===== src/rtl/esc_pkg.sv =====
package esc_pkg;

  // control word fields
  localparam int CTL_STOP   = 1;
  localparam int CTL_HALT   = 2;
  localparam int CTL_CLR    = 3;
  localparam int CTL_PS_LSB = 5;

  // configuration word fields
  localparam int CFG_NORELOAD = 7;
  localparam int CFG_AUTOLIM  = 17;

  // geometry of the state machine
  localparam int STATE_W = 5;
  localparam int MASK_W  = 8;
  localparam int IDX_W   = 3;

  // scalar register addresses
  localparam int A_CFG   = 0;
  localparam int A_CTRL  = 1;
  localparam int A_COUNT = 2;
  localparam int A_STATE = 3;
  localparam int A_FLAG  = 4;
  localparam int A_IEN   = 5;

  // array blocks, eight entries each
  localparam int BLK_MATCH  = 1;
  localparam int BLK_RELOAD = 2;
  localparam int BLK_MASK   = 3;
  localparam int BLK_EVCTL  = 4;

  typedef enum logic [1:0] {
    CMB_OR    = 2'd0,
    CMB_MATCH = 2'd1,
    CMB_IO    = 2'd2,
    CMB_AND   = 2'd3
  } cmb_e;

  typedef struct packed {
    logic [3:0]         msel;
    cmb_e               mode;
    logic               load;
    logic [STATE_W-1:0] val;
  } evctl_t;

  function automatic evctl_t ev_decode(input logic [31:0] w);
    evctl_t r;
    r.msel = w[3:0];
    r.mode = cmb_e'(w[13:12]);
    r.load = w[14];
    r.val  = w[19:15];
    return r;
  endfunction

  function automatic logic [31:0] ev_encode(input evctl_t c);
    logic [31:0] w;
    w        = '0;
    w[3:0]   = c.msel;
    w[13:12] = c.mode;
    w[14]    = c.load;
    w[19:15] = c.val;
    return w;
  endfunction

endpackage


===== src/rtl/esc_prescaler.sv =====
module esc_prescaler #(
  parameter int PS_W = 8
) (
  input  logic            clk,
  input  logic            rst,
  input  logic            clr_i,
  input  logic            run_i,
  input  logic [PS_W-1:0] ps_i,
  output logic            tick_o
);

  logic [PS_W-1:0] pcnt_q;

  // ">=" keeps the divider safe when the ratio is lowered mid-count
  assign tick_o = run_i && (pcnt_q >= ps_i);

  always_ff @(posedge clk) begin
    if (rst || clr_i)  pcnt_q <= '0;
    else if (tick_o)   pcnt_q <= '0;
    else if (run_i)    pcnt_q <= pcnt_q + 1'b1;
  end

  a_r4_tick_restarts: assert property (@(posedge clk) disable iff (rst)
    tick_o |=> (pcnt_q == '0));

  a_r2_divider_frozen: assert property (@(posedge clk) disable iff (rst)
    (!run_i && !clr_i) |=> $stable(pcnt_q));

endmodule


===== src/rtl/esc_counter.sv =====
module esc_counter #(
  parameter int CNT_W = 32
) (
  input  logic             clk,
  input  logic             rst,
  input  logic             clr_i,
  input  logic             tick_i,
  input  logic             autolim_i,
  input  logic [CNT_W-1:0] limit_i,
  output logic [CNT_W-1:0] cnt_o,
  output logic             lim_o
);

  logic [CNT_W-1:0] cnt_q;
  logic             at_limit;

  assign at_limit = autolim_i && (cnt_q == limit_i);
  assign lim_o    = tick_i && (at_limit || (&cnt_q));
  assign cnt_o    = cnt_q;

  always_ff @(posedge clk) begin
    if (rst || clr_i)  cnt_q <= '0;
    else if (tick_i)   cnt_q <= at_limit ? '0 : cnt_q + 1'b1;
  end

  a_r3_clear_zero: assert property (@(posedge clk) disable iff (rst)
    clr_i |=> (cnt_q == '0));

  a_r2_hold_count: assert property (@(posedge clk) disable iff (rst)
    (!tick_i && !clr_i) |=> $stable(cnt_q));

  a_r5_limit_wrap: assert property (@(posedge clk) disable iff (rst)
    (tick_i && at_limit && !clr_i) |=> (cnt_q == '0));

endmodule


===== src/rtl/esc_event.sv =====
module esc_event
  import esc_pkg::*;
#(
  parameter int CNT_W   = 32,
  parameter int N_MATCH = 8
) (
  input  logic               tick_i,
  input  logic [CNT_W-1:0]   cnt_i,
  input  logic [CNT_W-1:0]   match_i [N_MATCH],
  input  logic [STATE_W-1:0] state_i,
  input  logic [MASK_W-1:0]  mask_i,
  input  evctl_t             ctl_i,
  output logic               fire_o,
  output logic               load_o,
  output logic [STATE_W-1:0] val_o
);

  logic hit;
  logic st_en;
  logic mode_ok;

  always_comb begin
    hit = 1'b0;
    for (int j = 0; j < N_MATCH; j++) begin
      if ((ctl_i.msel == 4'(j)) && (match_i[j] == cnt_i)) hit = 1'b1;
    end
  end

  // states beyond the mask width can never enable an event
  assign st_en   = (state_i[STATE_W-1:IDX_W] == '0) && mask_i[state_i[IDX_W-1:0]];
  // no I/O conditions exist here: OR reduces to the match term, I/O and AND never hold
  assign mode_ok = (ctl_i.mode == CMB_OR) || (ctl_i.mode == CMB_MATCH);

  assign fire_o = tick_i && hit && st_en && mode_ok;
  assign load_o = ctl_i.load;
  assign val_o  = ctl_i.val;

endmodule


===== src/rtl/esc_timer.sv =====
module esc_timer
  import esc_pkg::*;
#(
  parameter int CNT_W   = 32,
  parameter int N_MATCH = 8,
  parameter int N_EVT   = 8,
  parameter int PS_W    = 8,
  parameter int ADDR_W  = 6,
  parameter int DATA_W  = 32
) (
  input  logic              clk,
  input  logic              rst,
  input  logic              wr_en,
  input  logic [ADDR_W-1:0] wr_addr,
  input  logic [DATA_W-1:0] wr_data,
  input  logic [ADDR_W-1:0] rd_addr,
  output logic [DATA_W-1:0] rd_data,
  output logic              irq_o,
  output logic [N_EVT-1:0]  evt_o
);

  localparam int BLK_W = ADDR_W - IDX_W;

  // configuration and control
  logic              noreload_q, autolim_q;
  logic              stop_q, halt_q;
  logic [PS_W-1:0]   ps_q;
  logic [STATE_W-1:0] state_q, st_nxt;
  logic [N_EVT-1:0]  flag_q, ien_q, w1c;
  logic [CNT_W-1:0]  match_q  [N_MATCH];
  logic [CNT_W-1:0]  reload_q [N_MATCH];
  logic [MASK_W-1:0] mask_q   [N_EVT];
  evctl_t            evctl_q  [N_EVT];

  logic              run, clr, tick, lim, reload_now;
  logic [CNT_W-1:0]  cnt;
  logic [N_EVT-1:0]  fire, ev_load;
  logic [STATE_W-1:0] ev_val [N_EVT];
  logic              st_wr;
  logic [DATA_W-1:0] rd_nxt;

  logic [BLK_W-1:0]  wr_blk, rd_blk;
  logic [IDX_W-1:0]  wr_idx, rd_idx;
  logic              wr_unused;

  assign wr_blk    = wr_addr[ADDR_W-1:IDX_W];
  assign wr_idx    = wr_addr[IDX_W-1:0];
  assign rd_blk    = rd_addr[ADDR_W-1:IDX_W];
  assign rd_idx    = rd_addr[IDX_W-1:0];
  assign wr_unused = &{1'b0, wr_data};

  assign run        = !stop_q && !halt_q;
  assign clr        = wr_en && (wr_addr == ADDR_W'(A_CTRL)) && wr_data[CTL_CLR];
  assign st_wr      = wr_en && (wr_addr == ADDR_W'(A_STATE));
  assign w1c        = (wr_en && (wr_addr == ADDR_W'(A_FLAG))) ? wr_data[N_EVT-1:0] : '0;
  assign reload_now = lim && !noreload_q;

  // ------------------------------------------------------------------
  // datapath
  esc_prescaler #(.PS_W(PS_W)) u_ps (
    .clk(clk), .rst(rst), .clr_i(clr), .run_i(run), .ps_i(ps_q), .tick_o(tick)
  );

  esc_counter #(.CNT_W(CNT_W)) u_cnt (
    .clk(clk), .rst(rst), .clr_i(clr), .tick_i(tick), .autolim_i(autolim_q),
    .limit_i(match_q[0]), .cnt_o(cnt), .lim_o(lim)
  );

  for (genvar i = 0; i < N_EVT; i++) begin : g_evt
    esc_event #(.CNT_W(CNT_W), .N_MATCH(N_MATCH)) u_ev (
      .tick_i(tick), .cnt_i(cnt), .match_i(match_q), .state_i(state_q),
      .mask_i(mask_q[i]), .ctl_i(evctl_q[i]),
      .fire_o(fire[i]), .load_o(ev_load[i]), .val_o(ev_val[i])
    );

    always_ff @(posedge clk) begin
      if (rst) begin
        mask_q[i]  <= '0;
        evctl_q[i] <= '0;
      end else if (wr_en && (wr_idx == IDX_W'(i))) begin
        if (wr_blk == BLK_W'(BLK_MASK))  mask_q[i]  <= wr_data[MASK_W-1:0];
        if (wr_blk == BLK_W'(BLK_EVCTL)) evctl_q[i] <= ev_decode(32'(wr_data));
      end
    end
  end

  // ------------------------------------------------------------------
  // match and shadow registers
  for (genvar j = 0; j < N_MATCH; j++) begin : g_match
    always_ff @(posedge clk) begin
      if (rst)
        match_q[j] <= '0;
      else if (wr_en && (wr_blk == BLK_W'(BLK_MATCH)) && (wr_idx == IDX_W'(j)))
        match_q[j] <= wr_data[CNT_W-1:0];
      else if (reload_now)
        match_q[j] <= reload_q[j];
    end

    always_ff @(posedge clk) begin
      if (rst)
        reload_q[j] <= '0;
      else if (wr_en && (wr_blk == BLK_W'(BLK_RELOAD)) && (wr_idx == IDX_W'(j)))
        reload_q[j] <= wr_data[CNT_W-1:0];
    end
  end

  // ------------------------------------------------------------------
  // configuration and control words
  always_ff @(posedge clk) begin
    if (rst) begin
      noreload_q <= 1'b0;
      autolim_q  <= 1'b0;
      stop_q     <= 1'b0;
      halt_q     <= 1'b1;
      ps_q       <= '0;
      ien_q      <= '0;
    end else if (wr_en) begin
      if (wr_addr == ADDR_W'(A_CFG)) begin
        noreload_q <= wr_data[CFG_NORELOAD];
        autolim_q  <= wr_data[CFG_AUTOLIM];
      end
      if (wr_addr == ADDR_W'(A_CTRL)) begin
        stop_q <= wr_data[CTL_STOP];
        halt_q <= wr_data[CTL_HALT];
        ps_q   <= wr_data[CTL_PS_LSB +: PS_W];
      end
      if (wr_addr == ADDR_W'(A_IEN)) ien_q <= wr_data[N_EVT-1:0];
    end
  end

  // ------------------------------------------------------------------
  // state resolution: later (higher-numbered) events overwrite earlier ones
  always_comb begin
    st_nxt = state_q;
    for (int i = 0; i < N_EVT; i++) begin
      if (fire[i]) st_nxt = ev_load[i] ? ev_val[i] : state_q + ev_val[i];
    end
  end

  always_ff @(posedge clk) begin
    if (rst)        state_q <= '0;
    else if (st_wr) state_q <= wr_data[STATE_W-1:0];
    else            state_q <= st_nxt;
  end

  // sticky flags, interrupt and event pulses
  always_ff @(posedge clk) begin
    if (rst) begin
      flag_q <= '0;
      irq_o  <= 1'b0;
      evt_o  <= '0;
    end else begin
      flag_q <= (flag_q & ~w1c) | fire;
      irq_o  <= |(flag_q & ien_q);
      evt_o  <= fire;
    end
  end

  // ------------------------------------------------------------------
  // registered read port
  always_comb begin
    rd_nxt = '0;
    case (rd_blk)
      BLK_W'(0): begin
        case (rd_idx)
          IDX_W'(A_CFG): begin
            rd_nxt[CFG_NORELOAD] = noreload_q;
            rd_nxt[CFG_AUTOLIM]  = autolim_q;
          end
          IDX_W'(A_CTRL): begin
            rd_nxt[CTL_STOP]              = stop_q;
            rd_nxt[CTL_HALT]              = halt_q;
            rd_nxt[CTL_PS_LSB +: PS_W]    = ps_q;
          end
          IDX_W'(A_COUNT): rd_nxt[CNT_W-1:0]   = cnt;
          IDX_W'(A_STATE): rd_nxt[STATE_W-1:0] = state_q;
          IDX_W'(A_FLAG):  rd_nxt[N_EVT-1:0]   = flag_q;
          IDX_W'(A_IEN):   rd_nxt[N_EVT-1:0]   = ien_q;
          default:         rd_nxt = '0;
        endcase
      end
      BLK_W'(BLK_MATCH):  if (32'(rd_idx) < N_MATCH) rd_nxt[CNT_W-1:0]  = match_q[rd_idx];
      BLK_W'(BLK_RELOAD): if (32'(rd_idx) < N_MATCH) rd_nxt[CNT_W-1:0]  = reload_q[rd_idx];
      BLK_W'(BLK_MASK):   if (32'(rd_idx) < N_EVT)   rd_nxt[MASK_W-1:0] = mask_q[rd_idx];
      BLK_W'(BLK_EVCTL):  if (32'(rd_idx) < N_EVT)   rd_nxt = DATA_W'(ev_encode(evctl_q[rd_idx]));
      default:            rd_nxt = '0;
    endcase
  end

  always_ff @(posedge clk) begin
    if (rst) rd_data <= '0;
    else     rd_data <= rd_nxt;
  end

  // ------------------------------------------------------------------
  a_r6_no_fire_off_tick: assert property (@(posedge clk) disable iff (rst)
    !tick |-> (fire == '0));

  a_r10_flags_sticky: assert property (@(posedge clk) disable iff (rst)
    (w1c == '0) |=> ((flag_q & $past(flag_q)) == $past(flag_q)));

  a_r9_state_hold: assert property (@(posedge clk) disable iff (rst)
    ((fire == '0) && !st_wr) |=> $stable(state_q));

  a_r11_keep_match: assert property (@(posedge clk) disable iff (rst)
    (noreload_q && !(wr_en && (wr_blk == BLK_W'(BLK_MATCH)) && (wr_idx == '0)))
      |=> $stable(match_q[0]));

endmodule


===== config.mk =====
export PLATFORM = sky130hd
export DESIGN_NAME = esc_timer
export DESIGN_NICKNAME = d
export VERILOG_FILES = /design/src/rtl/esc_pkg.sv /design/src/rtl/esc_prescaler.sv /design/src/rtl/esc_counter.sv /design/src/rtl/esc_event.sv /design/src/rtl/esc_timer.sv
export SDC_FILE = /design/constraint.sdc
export NUM_CORES = 2
export LEC_CHECK = 0
export ABC_CLOCK_PERIOD_IN_PS = 9400
export BUFFER_PORTS_ARGS = -buffer_cell sky130_fd_sc_hd__buf_2
export CELL_PAD_IN_SITES_DETAIL_PLACEMENT = 1
export CELL_PAD_IN_SITES_GLOBAL_PLACEMENT = 1
export CORE_UTILIZATION = 31
export CTS_BUF_LIST = sky130_fd_sc_hd__clkbuf_2
export DETAILED_ROUTE_END_ITERATION = 10
export GPL_TIMING_DRIVEN = 1
export PLACE_DENSITY_LB_ADDON = 0.1
export SLEW_MARGIN = 20
export SYNTH_ARGS = -nofsm -noshare
export SYNTH_HDL_FRONTEND = slang
export SYNTH_HIERARCHICAL = 1
export SYNTH_SLANG_ARGS = --single-unit

===== constraint.sdc =====
create_clock -name clk -period 9.4 [get_ports clk]
set_clock_uncertainty 0.15 [all_clocks]
set_input_delay 1.88 -clock clk [delete_from_list [all_inputs] [get_ports clk]]
set_output_delay 1.88 -clock clk [all_outputs]
set_load 0.02 [all_outputs]

==> key figures <==
Run status
  – Outcome: finished, final reports clean

Logic synthesis
  – Post-synthesis average cell area: 9.43 sq um
  – Adder-cell area share of the yosys netlist: 1.05%
  – Number of enable-type register cells in the synthesized netlist: 416
  – Flip-flop cell with the highest count after synthesis: edfxtp_1
  – Yosys top cell area share: 21.6%
  – Cell types occupying the most area after synthesis: xor2_1, edfxtp_1, dfxtp_1
  – Share of the synthesized area in compound gates (AO/OA/AOI/OAI): 6.41%
  – Post-synthesis sequential element count: 786
  – Most numerous cell types in the synthesized netlist: xor2_1, nand2_1, xnor2_1, nor4_1, and2_1
  – Cell type with the highest aggregate area in the netlist: xor2_1
  – Cell area after synthesis: 65,000 sq um
  – Post-synthesis simple-gate area fraction: 19.3%
  – Yosys cell types: 86
  – Number of instances in the synthesized netlist: 6,901
  – Portion of netlist area occupied by mux cells: 8.41%
  – Proportion of synthesized flip-flops having asynchronous set or reset: 0%
  – Fraction of synthesized cell area in xor and xnor cells: 28.6%
  – Total nets after synthesis: 6,998
  – Combinational family with the most area after synthesis: XOR/XNOR gates
  – Synthesis Warnings: 6
  – Share of synthesized area occupied by flip-flops and latches: 30.6%
  – Count leader, synth: xor2_1

STA
  – Upper clock frequency limit: 0.156 GHz
  – Number of hold-slack violations in the final timing report: 0
  – Setup slack after layout: 2.98 ns
  – Setup violations, final: 0
  – Setup repair after global routing missed its margin: no
  – Transition time of the tightest slew-check pin: 1.37 ns
  – Final total negative setup slack: 0 ns
  – Final critical delay including setup and external delays: 6.42 ns
  – Post-route fraction of the period consumed by the critical path: 68.3%
  – Max-slew violation total from the final report: 0
  – Max-Slew Margin vs Limit: 8.49%

Power
  – Switching power share of the total: 33.9%
  – Total leakage power: 33.2 nW
  – Design internal power: 5.16 mW
  – Sequential fraction of design power: 49.5%
  – Gate power share: 13.7%
  – Clock network power share: 36.8%
  – Power density normalized to cell area: 111 nW/um^2
  – Final Power: 7.80 mW
  – Sw Pwr: 2.64 mW
  – Largest vdd supply drop: 0.108 mV

Route
  – Vias per cell: 5.71
  – Total vias in the final route: 56.1k
  – Wire per inst: 33.4 um
  – First-pass iteration count of the detailed router: 7
  – Number of design-rule violations left by the first detailed-router iteration: 5,598
  – Total routed wirelength: 328,000 um
  – DRC Markers: 0
  – Routed Antenna Nets: 0

Placed design
  – Number of instances in the placed design: 9,359
  – Setup Slack @ Placement: 3.28 ns
  – HPWL after DPL: 233,000 um
  – Final weighted congestion of routability-driven global placement: 0.964
  – Number of I/O port buffers: 87

Critical path
  – Required @ worst endpoint: 10.88 ns
  – Crit Path Class: reg2reg
  – Capturing point of the worst reg2reg path: match_q[116]$_SDFFE_PP0P_
  – Arrival time worst endpoint: 7.90 ns
  – Minimum setup slack among reg-to-reg paths: 2.98 ns
  – Worst setup path startpoint: halt_q$_SDFFE_PP1P_
  – Source of the worst register-to-register timing path: halt_q$_SDFFE_PP1P_
  – Startpoint types: flip-flop
  – Critical path peak fanout: 68
  – Worst reg-to-reg path cell count: 13
  – CP endpoint kind: flip-flop

Min path
  – Worst hold path stage count: 2
  – Hold Path End: ien_q[6]$_SDFFE_PP0P_
  – Beginning of the worst hold path: rst
  – Hold crit path type: in2reg

Floorplanning
  – Die Width: 460 um
  – Standard-cell rows: 167
  – Vert. Die Dim: 460 um
  – IO Pins: 88
  – CORE AREA: 208,000 sq um
  – Overall die area: 212,000 sq um
  – Initial cell density of the core: 31.3%

Clock network
  – Postcts setup bufs: 0
  – Clock-pin slew reported for the worst setup and hold paths after clock tree synthesis: 0.11 ns
  – Clock latency reported for the late side of the worst-skew pair: 2.04 ns
  – Post-CTS sizing: 0
  – CTS HTree Levels: 4
  – Deepest clock path buffer count: 3
  – CTS Root Buffer Type: clkbuf_2
  – CTS tree: built
  – Number of sinks on the clock net: 786
  – TritonCTS buffer count: 229

Finish
  – Area Growth Syn to Fin: 7.74%
  – Count of nets after finishing: 6,902
  – Count of placed standard cells in the final layout, fillers left out: 9,819
  – Fraction of final layout cells sized beyond drive strength 1: 14.8%
  – Filler Cells Inserted: 23.9k

Global route
  – Wire length of the first global-routing pass: 454,000 um
  – Overall routing resource usage: 30.5%
  – Vias in the first global route: 55.8k
  – Initial antenna violation count: 41
  – GR Overflow Total: 0
  – Maximum number of pins on one net before global-route repair: 145

Flow run
  – Max-capacitance violation count: 0
-- cell type report --
class	instances	area (sq um)	area share [%]
diodes	23	57.6	0.0821
well taps	2788	3490	4.98
clock inverters	75	475	0.679
repair buffers	324	2420	3.45
inverters	33	124	0.177
multi-input cells	5431	41700	59.5
flip-flops and latches	786	20000	28.6
clock buffers	359	1800	2.56
-- metal layers --
metal | global-route usage, % | vias up | part of all wire (%)
li1 | - | 24200 | -
met1 | 42.3 | 29400 | 45
met2 | 46.7 | 2086 | 44
met3 | 5.19 | 435 | 6.9
met4 | 12.0 | 14 | 3.9
met5 | 0 | - | 0.026
-- power by group through the flow --
stage	Sequential (mW)	Clock (mW)	Combinational, mW
CTS	3.86	2.96	1.06
detailed placement	3.94	0	1.06
finish	3.87	2.87	1.07
global route	3.88	3.13	1.11
floorplan	3.87	0	0.637
global placement	3.94	0	1.05
-- layout by cell type, fill, tap and decap left out, types with 41 or more instances in the layout --
| master | Yosys | final |
|---|---|---|
| nor4b_1 | 41 | 41 |
| xor2_1 | 1601 | 1601 |
| nand4_1 | 177 | 177 |
| nor4_1 | 449 | 449 |
| buf_4 | 66 | 221 |
| buf_2 | 211 | 83 |
| mux2i_1 | 78 | 77 |
| ha_1 | 42 | 42 |
| xnor2_1 | 525 | 525 |
| nor3_1 | 71 | 68 |
| and2_1 | 419 | 419 |
| a21oi_1 | 82 | 82 |
| a311oi_1 | 258 | 258 |
| dfxtp_1 | 370 | 337 |
| nor2_1 | 407 | 403 |
| mux4_2 | 181 | 181 |
| mux2_2 | 45 | 45 |
| nand3_1 | 98 | 95 |
| clkinv_1 | 0 | 52 |
| clkbuf_2 | 4 | 359 |
| nand2_1 | 625 | 621 |
| edfxtp_1 | 416 | 416 |
-- logic make-up (layout without fill, tap and decap cells) --
family | Yosys count | after routing
and+or+nand+nor | 2409 | 2409
DFF | 786 | 786
xor gates and xnor gates | 2126 | 2126
buffers and inverters | 684 | 791
AOI/OAI and AO/OA | 538 | 538
muxes | 308 | 308
adders and majority gates | 50 | 50
other | 0 | 23
-- repair_timing --
action / 4_1_cts / 5_1_grt
endpoints found under the setup margin: 0 / 0
hold buffers: 2 / 0
hold endpoints to repair: 2 / 0
-- worst max path at each step --
| stage | end | slack, ns | cells after the start |
|---|---|---|---|
| after floorplan | match_q[212]$_SDFFE_PP0P_ | 5.23 | 19 |
| after global placement | match_q[191]$_SDFFE_PP0P_ | 3.39 | 15 |
| after detailed placement | match_q[48]$_SDFFE_PP0P_ | 3.28 | 13 |
| after CTS | match_q[216]$_SDFFE_PP0P_ | 3.20 | 13 |
| after global routing | match_q[116]$_SDFFE_PP0P_ | 2.90 | 13 |
| final | match_q[116]$_SDFFE_PP0P_ | 2.98 | 13 |
-- stage by stage --
step                      hold slack, ns  util [%]  instance area, sq um
after floorplan                    0.296         -                 65000
after global placement             0.314      32.6                 67700
after detailed placement           0.314      32.6                 67700
after CTS                         0.0118      33.7                 70000
after global routing               0.105      33.7                 70000
final                              0.229      33.7                 70100
-- critical path: stages, from the launching register on --
cell and delay [ns]:
dfxtp_1 0.34, nor2_1 0.54, o2111a_1 0.28, a22o_1 0.37, buf_4 0.34, nand2_2 0.09, or4_1 0.67, or3_1 0.55
o22ai_1 0.69, nand2b_4 0.65, buf_4 0.55, buf_4 0.47, nand2_1 0.17, a311oi_1 0.09
-- sequential cells by signal, summed over array words and instances, names as in the netlist --
register / count
match_q: 256
flag_q: 8
noreload_q: 1
u_ps/pcnt_q: 8
irq_o: 1
evt_o: 8
evctl_q: 96
ien_q: 8
halt_q: 1
reload_q: 256
state_q: 5
u_cnt/cnt_o: 32
mask_q: 64
autolim_q: 1
ps_q: 8
stop_q: 1
rd_data: 32
No activity file was read; power rests on OpenSTA's default activity.
